===== src/rtl/dwx_pkg.sv =====
package dwx_pkg;
  // lowest bit of the window compare field
  localparam int MATCH_LO = 20;
  // lowest bit of the page number (8 KiB pages)
  localparam int PAGE_LO  = 13;
  // right shift from page number to entry index
  localparam int IDX_SH   = 10;

  typedef enum logic [1:0] {
    ST_IDLE = 2'd0,
    ST_REQ  = 2'd1,
    ST_WAIT = 2'd2
  } dwx_state_e;
endpackage


===== src/rtl/dwx_window.sv =====
module dwx_window
  import dwx_pkg::*;
#(
  parameter int BUS_W = 32,
  parameter int SYS_W = 34
) (
  input  logic [BUS_W-1:0] bus_addr,
  input  logic [BUS_W-1:0] base,
  input  logic [BUS_W-1:0] mask,
  input  logic [SYS_W-1:0] xbase,
  output logic             hit,
  output logic             sg,
  output logic [SYS_W-1:0] direct_addr,
  output logic [SYS_W-1:0] pte_addr
);
  localparam int EXT_W = SYS_W - BUS_W;
  localparam logic [BUS_W-1:0] CMP_M  = {{(BUS_W-MATCH_LO){1'b1}}, {MATCH_LO{1'b0}}};
  localparam logic [BUS_W-1:0] LOW_M  = {{(BUS_W-MATCH_LO){1'b0}}, {MATCH_LO{1'b1}}};
  localparam logic [BUS_W-1:0] PAGE_M = {{(BUS_W-MATCH_LO){1'b0}},
                                         {(MATCH_LO-PAGE_LO){1'b1}}, {PAGE_LO{1'b0}}};
  localparam logic [SYS_W-1:0] IDX_LOW = {{(SYS_W-IDX_SH){1'b0}}, {IDX_SH{1'b1}}};

  logic [BUS_W-1:0] size_m;
  logic [BUS_W-1:0] cmp_m;
  logic [SYS_W-1:0] pass_m;
  logic [SYS_W-1:0] bus_x;
  logic [SYS_W-1:0] keep_m;
  logic [SYS_W-1:0] idx;

  always_comb begin
    size_m      = mask & CMP_M;
    cmp_m       = ~mask & CMP_M;
    hit         = (((bus_addr ^ base) & cmp_m) == '0) && base[0];
    sg          = base[1];
    bus_x       = {{EXT_W{1'b0}}, bus_addr};
    pass_m      = {{EXT_W{1'b0}}, size_m | LOW_M};
    direct_addr = (xbase & ~pass_m) | (bus_x & pass_m);
    keep_m      = ~(({{EXT_W{1'b0}}, size_m} >> IDX_SH) | IDX_LOW);
    idx         = {{EXT_W{1'b0}}, bus_addr & (size_m | PAGE_M)} >> IDX_SH;
    pte_addr    = (xbase & keep_m) | idx;
  end
endmodule


===== src/rtl/dwx_prio.sv =====
module dwx_prio #(
  parameter int NWIN = 4
) (
  input  logic [NWIN-1:0] hits,
  output logic [NWIN-1:0] grant,
  output logic            any
);
  always_comb begin
    grant = '0;
    any   = 1'b0;
    for (int i = 0; i < NWIN; i++) begin
      if (hits[i] && !any) begin
        grant[i] = 1'b1;
        any      = 1'b1;
      end
    end
  end
endmodule


===== src/rtl/dwx_translator.sv =====
module dwx_translator
  import dwx_pkg::*;
#(
  parameter int NWIN  = 4,
  parameter int BUS_W = 32,
  parameter int SYS_W = 34,
  parameter int PTE_W = 64
) (
  input  logic                  clk,
  input  logic                  rst,
  input  logic                  req_valid,
  output logic                  req_ready,
  input  logic [BUS_W-1:0]      req_addr,
  input  logic [NWIN*BUS_W-1:0] win_base,
  input  logic [NWIN*BUS_W-1:0] win_mask,
  input  logic [NWIN*SYS_W-1:0] win_xbase,
  output logic                  rsp_valid,
  output logic [SYS_W-1:0]      rsp_addr,
  output logic                  mem_req_valid,
  input  logic                  mem_req_ready,
  output logic [SYS_W-1:0]      mem_req_addr,
  input  logic                  mem_rsp_valid,
  input  logic [PTE_W-1:0]      mem_rsp_data
);
  localparam int EXT_W = SYS_W - BUS_W;
  localparam int FRM_SH = PAGE_LO - 1;

  logic [NWIN-1:0]  hits;
  logic [NWIN-1:0]  sgs;
  logic [NWIN-1:0]  grant;
  logic             any_hit;
  logic [SYS_W-1:0] dir_a [NWIN];
  logic [SYS_W-1:0] pte_a [NWIN];

  for (genvar g = 0; g < NWIN; g++) begin : g_win
    dwx_window #(.BUS_W(BUS_W), .SYS_W(SYS_W)) i_win (
      .bus_addr    (req_addr),
      .base        (win_base[g*BUS_W +: BUS_W]),
      .mask        (win_mask[g*BUS_W +: BUS_W]),
      .xbase       (win_xbase[g*SYS_W +: SYS_W]),
      .hit         (hits[g]),
      .sg          (sgs[g]),
      .direct_addr (dir_a[g]),
      .pte_addr    (pte_a[g])
    );
  end

  dwx_prio #(.NWIN(NWIN)) i_prio (
    .hits  (hits),
    .grant (grant),
    .any   (any_hit)
  );

  logic             sel_sg;
  logic [SYS_W-1:0] sel_dir;
  logic [SYS_W-1:0] sel_pte;

  always_comb begin
    sel_sg  = 1'b0;
    sel_dir = '0;
    sel_pte = '0;
    for (int i = 0; i < NWIN; i++) begin
      if (grant[i]) begin
        sel_sg  = sgs[i];
        sel_dir = dir_a[i];
        sel_pte = pte_a[i];
      end
    end
  end

  dwx_state_e         state_q;
  logic [PAGE_LO-1:0] off_q;
  logic [PTE_W-1:0]   frame;
  logic [SYS_W-1:0]   sg_res;

  always_comb begin
    frame  = {mem_rsp_data[PTE_W-1:1], 1'b0} << FRM_SH;
    sg_res = frame[SYS_W-1:0] | {{(SYS_W-PAGE_LO){1'b0}}, off_q};
  end

  assign req_ready = (state_q == ST_IDLE);

  always_ff @(posedge clk) begin
    if (rst) begin
      state_q       <= ST_IDLE;
      rsp_valid     <= 1'b0;
      rsp_addr      <= '0;
      mem_req_valid <= 1'b0;
      mem_req_addr  <= '0;
      off_q         <= '0;
    end else begin
      rsp_valid <= 1'b0;
      case (state_q)
        ST_IDLE: begin
          if (req_valid) begin
            if (any_hit && sel_sg) begin
              mem_req_valid <= 1'b1;
              mem_req_addr  <= sel_pte;
              off_q         <= req_addr[PAGE_LO-1:0];
              state_q       <= ST_REQ;
            end else begin
              rsp_valid <= 1'b1;
              rsp_addr  <= any_hit ? sel_dir : {{EXT_W{1'b0}}, req_addr};
            end
          end
        end
        ST_REQ: begin
          if (mem_req_ready) begin
            mem_req_valid <= 1'b0;
            state_q       <= ST_WAIT;
          end
        end
        ST_WAIT: begin
          if (mem_rsp_valid) begin
            rsp_valid <= 1'b1;
            rsp_addr  <= sg_res;
            state_q   <= ST_IDLE;
          end
        end
        default: state_q <= ST_IDLE;
      endcase
    end
  end
endmodule


===== config.mk =====
export PLATFORM = sky130hd
export DESIGN_NAME = dwx_translator
export DESIGN_NICKNAME = d
export VERILOG_FILES = /design/src/rtl/dwx_pkg.sv /design/src/rtl/dwx_window.sv /design/src/rtl/dwx_prio.sv /design/src/rtl/dwx_translator.sv
export SDC_FILE = /design/constraint.sdc
export NUM_CORES = 1
export LEC_CHECK = 0
export CAP_MARGIN = 40
export CORE_AREA = 2 2 221 223
export DETAILED_ROUTE_END_ITERATION = 8
export DIE_AREA = 0 0 223 225
export GPL_TIMING_DRIVEN = 0
export RECOVER_POWER = 100
export SYNTH_ARGS = -nofsm -noshare
export SYNTH_HDL_FRONTEND = slang
export SYNTH_SLANG_ARGS = --single-unit

===== constraint.sdc =====
create_clock -name clk -period 8.9 [get_ports clk]
set_clock_uncertainty 0.2 [all_clocks]
set_input_delay 1.78 -clock clk [delete_from_list [all_inputs] [get_ports clk]]
set_output_delay 1.78 -clock clk [all_outputs]
set_load 0.01 [all_outputs]

==> results of run 1 <==
==> worst max-delay path: cells and delay by family <==
family          cells  cell delay [ns]
buf+inv             3             1.83
simple gates        2             1.81
compound gates      5             1.46
xor+xnor            1             0.29
==> report_power, final <==
part	internal (W)	total (W)	switching (W)
registers	0.000390	0.000402	0.0000123
logic	0.000213	0.000419	0.000206
clock network	0.000195	0.000380	0.000185
==> cell usage in the layout (no fill, tap or decap), types with 5 or more instances in the layout <==
master / count
o22ai_1: 50
o31ai_1: 9
clkbuf_1: 36
a21oi_1: 29
a311oi_2: 6
dfxtp_1: 82
a221o_1: 6
a211oi_2: 7
clkdlybuf4s50_1: 256
o2111ai_1: 7
a31oi_1: 13
buf_2: 16
dlygate4sd3_1: 69
nand2b_1: 9
nor3_1: 5
nand3_1: 24
nand2_1: 32
mux2i_1: 114
nor4_1: 8
mux2_2: 18
xnor2_1: 48
o211a_1: 20
clkbuf_16: 9
diode_2: 21
buf_4: 7
nor2_1: 74
o221ai_1: 12
nand4_1: 5
or3_1: 5
o21ai_0: 35
a211oi_1: 13
==> cell type report <==
cell class	count	area (um2)
clock buffers	9	225.2
multi-input cells	580	4198
flip-flops and latches	82	1642
repair buffers	328	3279
well taps	615	769.5
fillers	5254	37030
diodes	21	52.55
plain buffers	61	275.3
inverters	4	15.01
clock inverters	7	58.81
==> Yosys cell counts (4+ instances only) <==
master     count
a311oi_2       6
mux2i_1      114
a21oi_1       29
clkbuf_1      27
nand2b_1       9
o21ai_0       34
o211a_1       20
nand2_1       32
dfxtp_1       82
buf_2         19
nor3_1         4
or3_1          5
o31ai_1        9
nor2_1        74
o221ai_1      12
nand4_1        5
buf_1          4
xnor2_1       48
a211oi_2      17
buf_4          8
nor4_1         7
o22ai_1       50
o2111ai_1      6
a221o_1        6
mux2_2        18
a31oi_1       13
nand3_1       24
==> flip-flops by register name (all words and copies together), names as in the netlist <==
name / count
rsp_addr: 34
mem_req_addr: 31
off_q: 13
state_q: 2
mem_req_valid: 1
rsp_valid: 1
==> path summary, 6_finish.rpt <==
path                            slack [ns]  cells past startpoint         start               end
worst max register to register        5.95                      5    state_q[1]      rsp_addr[30]
worst min register to register        0.27                      2  rsp_addr[21]      rsp_addr[21]
worst min-delay path                  0.27                      2  rsp_addr[21]      rsp_addr[21]
worst max-delay path                  1.80                     11  req_addr[28]  mem_req_addr[17]
==> kinds of logic (layout without fill, tap and decap cells) <==
family / count (synthesis) / after routing / share of synthesized area (%)
compound gates: 219 / 219 / 26.43
simple gates: 178 / 178 / 13.70
mux: 132 / 132 / 21.61
flops: 82 / 82 / 26.39
buf+inv: 65 / 409 / 5.049
xor+xnor: 48 / 48 / 6.759
other cells: 1 / 24 / 0.06029
==> stage by stage <==
step           cell area, um2  utilization (%)  total power [W]  worst slack [ns]  hold slack (ns)
2_1_floorplan            6227                -        0.0005749             4.755           0.2514
3_3_place_gp            10250            21.56        0.0008372             2.622           0.2603
3_5_place_dp            10280            21.61        0.0008411             2.607           0.2632
4_1_cts                 10560            22.21         0.001230             2.977           0.2744
5_1_grt                 10480            22.05         0.001258             1.574           0.2986
6_report                10520            22.12         0.001201             1.798           0.2715
==> metal layers <==
| metal | global-route usage [%] | routed length [um] | up-vias |
|---|---|---|---|
| li1 | - | - | 3460 |
| met1 | 21.91 | 19320 | 3614 |
| met2 | 27.75 | 19800 | 413 |
| met3 | 10.63 | 6725 | 80 |
| met4 | 4.633 | 1025 | 46 |
| met5 | 0 | 309 | - |
==> metrics.cfg, run 1 <==
[placement]
placed_cells=1670
hpwl_um=39900
gp_congestion=0.9489
io_buffers=325

[sta]
period_needed_ns=7.102
maxSlewHeadroom_pct=-5.831
grt_setup_unrepaired=no
fmax_ghz=0.1408
period_share_pct=79.80
hold_viol=0
setup_viol=0
worstMarginPinSlew_ns=1.573
tns_ns=0
finalMaxSlewViolations=7

[routing]
viasPerCell=4.460
drt-pass1-iter-count=5
drt_iter0_markers=710
dr_total_vias=7613
antenna_left=0
wire_per_inst_um=27.64
drcViolationCount=0
routed_wl_um=47170

[grt]
grt_pass1_vias=7800
antenna_found_initial=50
grt_pass1_wl_um=62980
grt_overflow=0
gr-usage-all-layers_pct=18.26
grt_max_degree=17

[clock_tree]
postCtsSetupRepairBufs=0
cts.sinks=82
tritoncts=done
cts_made_buffers=9
clkLatencyLatePin_ns=0.35
cts_root_buffer=clkbuf_16
htreeDepth=3
cts_hold_buf=0
cts.path.max_buffers=2
cts_resized=0
clk_pin_slew_worst_paths_ns=0.08

[synth]
synthDistinctLibCells=52
async_flop_share_pct=0
synth_area_leaders=dfxtp_1, mux2i_1, xnor2_1
synth_top_area_share_pct=26.39
ys_warn_count=0
syn_inst=725
synth-seq-cells=82
avgSynthCellArea_um2=8.579
synth_enable_flop_cells=0
syn-cell-area_mm2=0.006220
seq_area_frac_synth_pct=26.39
synth_area_leader_cell=dfxtp_1
ys.flop_type=dfxtp_1

[finish]
stdcell_count=1707
drive_above_1_share_pct=7.470
fin_nets=1559
syn_to_final_growth_pct=69.06

[floorplan]
io_pins=564
rows=80
die_area_mm2=0.05018
core_area_mm2=0.04755
initial_core_util_pct=13.08
die_h_um=225
fp.dieW_um=223

[status]
violations=max-capacitance violations, max-slew violations
status=finished with violations

[worst_setup_path]
crit_required_ns=8.99
path_cells=dlygate4sd3_1 -> xnor2_1 -> o22ai_1 -> nor4_1 -> nand2_1 -> o2111ai_1 -> o2111a_1 -> clkbuf_1 -> clkbuf_1 -> o21ai_0 -> a21oi_1
slowest_delay_ns=1.30
worst_ep_arrival_time_ns=7.19
worst-path-max-fanout=10
cp_slowest_cell=nor4_1
crit_path_frequent_cell=clkbuf_1
start_kind=input port
end_kind=flop
path_class=input port to flop

[power]
power-per-cell-area_mw_per_mm2=114.2
leakagePower_nw=3.976
ir_drop_uv=89.24

[hold_path]
hp-class=flop to flop

[flow_run]
cap_violations=1

(Power assumes the default switching activity.)
==> inputs of run 2 (changes only) <==
Settings changed: CORE_AREA 2 2 221 223 to 2 2 219 221, DIE_AREA 0 0 223 225 to 0 0 221 223.
Clock period 8.9 ns to 5.8 ns, I/O delays scaled along.
==> metrics.cfg, run 2 (synthesized netlist as in run 1, its figures left out) <==
[status]
status=completed

[routing]
drcViolationCount=0
antenna_left=0
wire_per_inst_um=27.27
drt_iter0_markers=615
dr_total_vias=7725
routed_wl_um=46500
drt-pass1-iter-count=5
viasPerCell=4.531

[finish]
fillers=5210
layout_commonest_cell=clkdlybuf4s50_1
seq_area_mm2=0.001642
multi_input_area_mm2=0.004234
drive_above_1_share_pct=8.667
final_cell_mix=clkdlybuf4s50_1, mux2i_1, dfxtp_1
regMostFlops=rsp_addr
top_regs=rsp_addr (34), mem_req_addr (31), off_q (13)
largest_reg_flops=34
fin_nets=1561
syn_to_final_growth_pct=70.31

[clock_tree]
cts_root_buffer=clkbuf_16
postCtsSetupRepairBufs=0
clkLatencyLatePin_ns=0.36
tritoncts=done
cts.sinks=82
htreeDepth=3
cts_hold_buf=0
cts.path.max_buffers=2
clk_pin_slew_worst_paths_ns=0.07
cts_resized=0
cts_made_buffers=9

[floorplan]
rows=80
initial_core_util_pct=13.19
core_area_mm2=0.04715
io_pins=564
die_h_um=223
fp.dieW_um=221
die_area_mm2=0.04928

[placement]
gp_congestion=0.9444
io_buffers=325
hpwl_um=39310
place_ws_ns=-0.09880

[worst_setup_path]
path_class=input port to flop
end_kind=flop
worstReg2RegStart=state_q[1]
reg2reg_to=rsp_addr[15]
worst_ep_arrival_time_ns=5.62
worst-path-max-fanout=10
reg2reg_slack_ns=3.20
r2r_cells=6
crit_required_ns=5.82
start_kind=input port

[sta]
maxSlewHeadroom_pct=35.01
setup_slack_ns=0.1998
finalMaxSlewViolations=0
tns_ns=0
worstMarginPinSlew_ns=0.9668
grt_setup_unrepaired=no
hold_viol=0
period_share_pct=96.55
period_needed_ns=5.600
fmax_ghz=0.1786
setup_viol=0

[grt]
grt_max_degree=17
grt_pass1_vias=7600
grt_overflow=0
antenna_found_initial=37
grt_pass1_wl_um=62750
gr-usage-all-layers_pct=18.31

[power]
internal_power_w=0.001269
leakagePower_nw=4.014
power-per-cell-area_mw_per_mm2=178.5
pwr-share-clk_pct=32.9
seqPwrFrac_pct=32.6
switching_share_pct=32.90
switchingPower_w=0.0006222
ir_drop_uv=149.1
comb_power_share_pct=34.5

[hold_path]
min-delay-start=rsp_addr[27]
hold_path_depth=2
min_to=rsp_addr[27]
hp-class=flop to flop

[flow_run]
cap_violations=0

-- run 2: cell types whose count changed in the layout (fill, tap and decap cells not counted), sizes merged --
cell / previous run / this run
buf: 28 / 31
diode: 21 / 17
inv: 9 / 7
clkbuf: 45 / 44
bufinv: 0 / 1
clkinvlp: 1 / 2
-- run 2: critical path: stages --
cell and delay [ns]:
dlygate4sd3_1 0.64, xnor2_1 0.48, o22ai_1 0.16, nor4_2 0.87
nand2_1 0.40, nand2_1 0.41, clkbuf_1 0.70, o22ai_1 0.27
nor2_1 0.38, a211oi_2 0.13
-- run 2: power groups by stage --
| stage | registers, W | logic (W) | clock network [W] |
|---|---|---|---|
| 4_1_cts | 0.000618 | 0.000671 | 0.000643 |
| 3_3_place_gp | 0.000629 | 0.000659 | 0 |
| 2_1_floorplan | 0.000642 | 0.000240 | 0 |
| 5_1_grt | 0.000620 | 0.000690 | 0.000662 |
| 3_5_place_dp | 0.000630 | 0.000667 | 0 |
| 6_report | 0.000616 | 0.000652 | 0.000622 |
-- run 2: through the flow --
step	power [W]	instance area [um2]	hold WS, ns	utilization, %	cells
finish	0.001891	10590	0.2696	22.47	1705
global placement	0.001288	10250	0.2577	21.74	1667
detailed placement	0.001297	10300	0.2627	21.84	1672
CTS	0.001931	10610	0.2742	22.50	1688
global route	0.001972	10560	0.2941	22.40	1693
floorplan	0.0008821	6227	0.2514	-	727
-- run 2: worst max-delay path by stage --
stage | slack, ns | start | end | depth (start not counted)
floorplan | 2.28 | win_base[53] | mem_req_valid | 10
global placement | -0.05 | req_addr[29] | rsp_addr[31] | 9
detailed placement | -0.1 | req_addr[29] | rsp_addr[31] | 9
CTS | 0.28 | req_addr[29] | rsp_addr[31] | 9
global route | 0.12 | req_addr[29] | mem_req_addr[17] | 11
finish | 0.20 | req_addr[29] | mem_req_addr[20] | 10
-- run 2: routing by layer --
metal	global-route usage [%]	vias to the layer above	share of wire [%]
met5	0	-	0.43
met4	4.352	36	1.7
met3	8.653	72	13
met1	22.64	3706	41
li1	-	3462	-
met2	28.67	449	44
-- run 2: cell type report --
type	instances	area share (%)
multi-input combinational	580	39.97
timing repair buffer	330	31.17
sequential	82	15.50
tap	615	7.264
buffer	61	2.646
clock buffer	9	2.126
clock inverter	7	0.7796
antenna	17	0.4016
inverter	4	0.1417
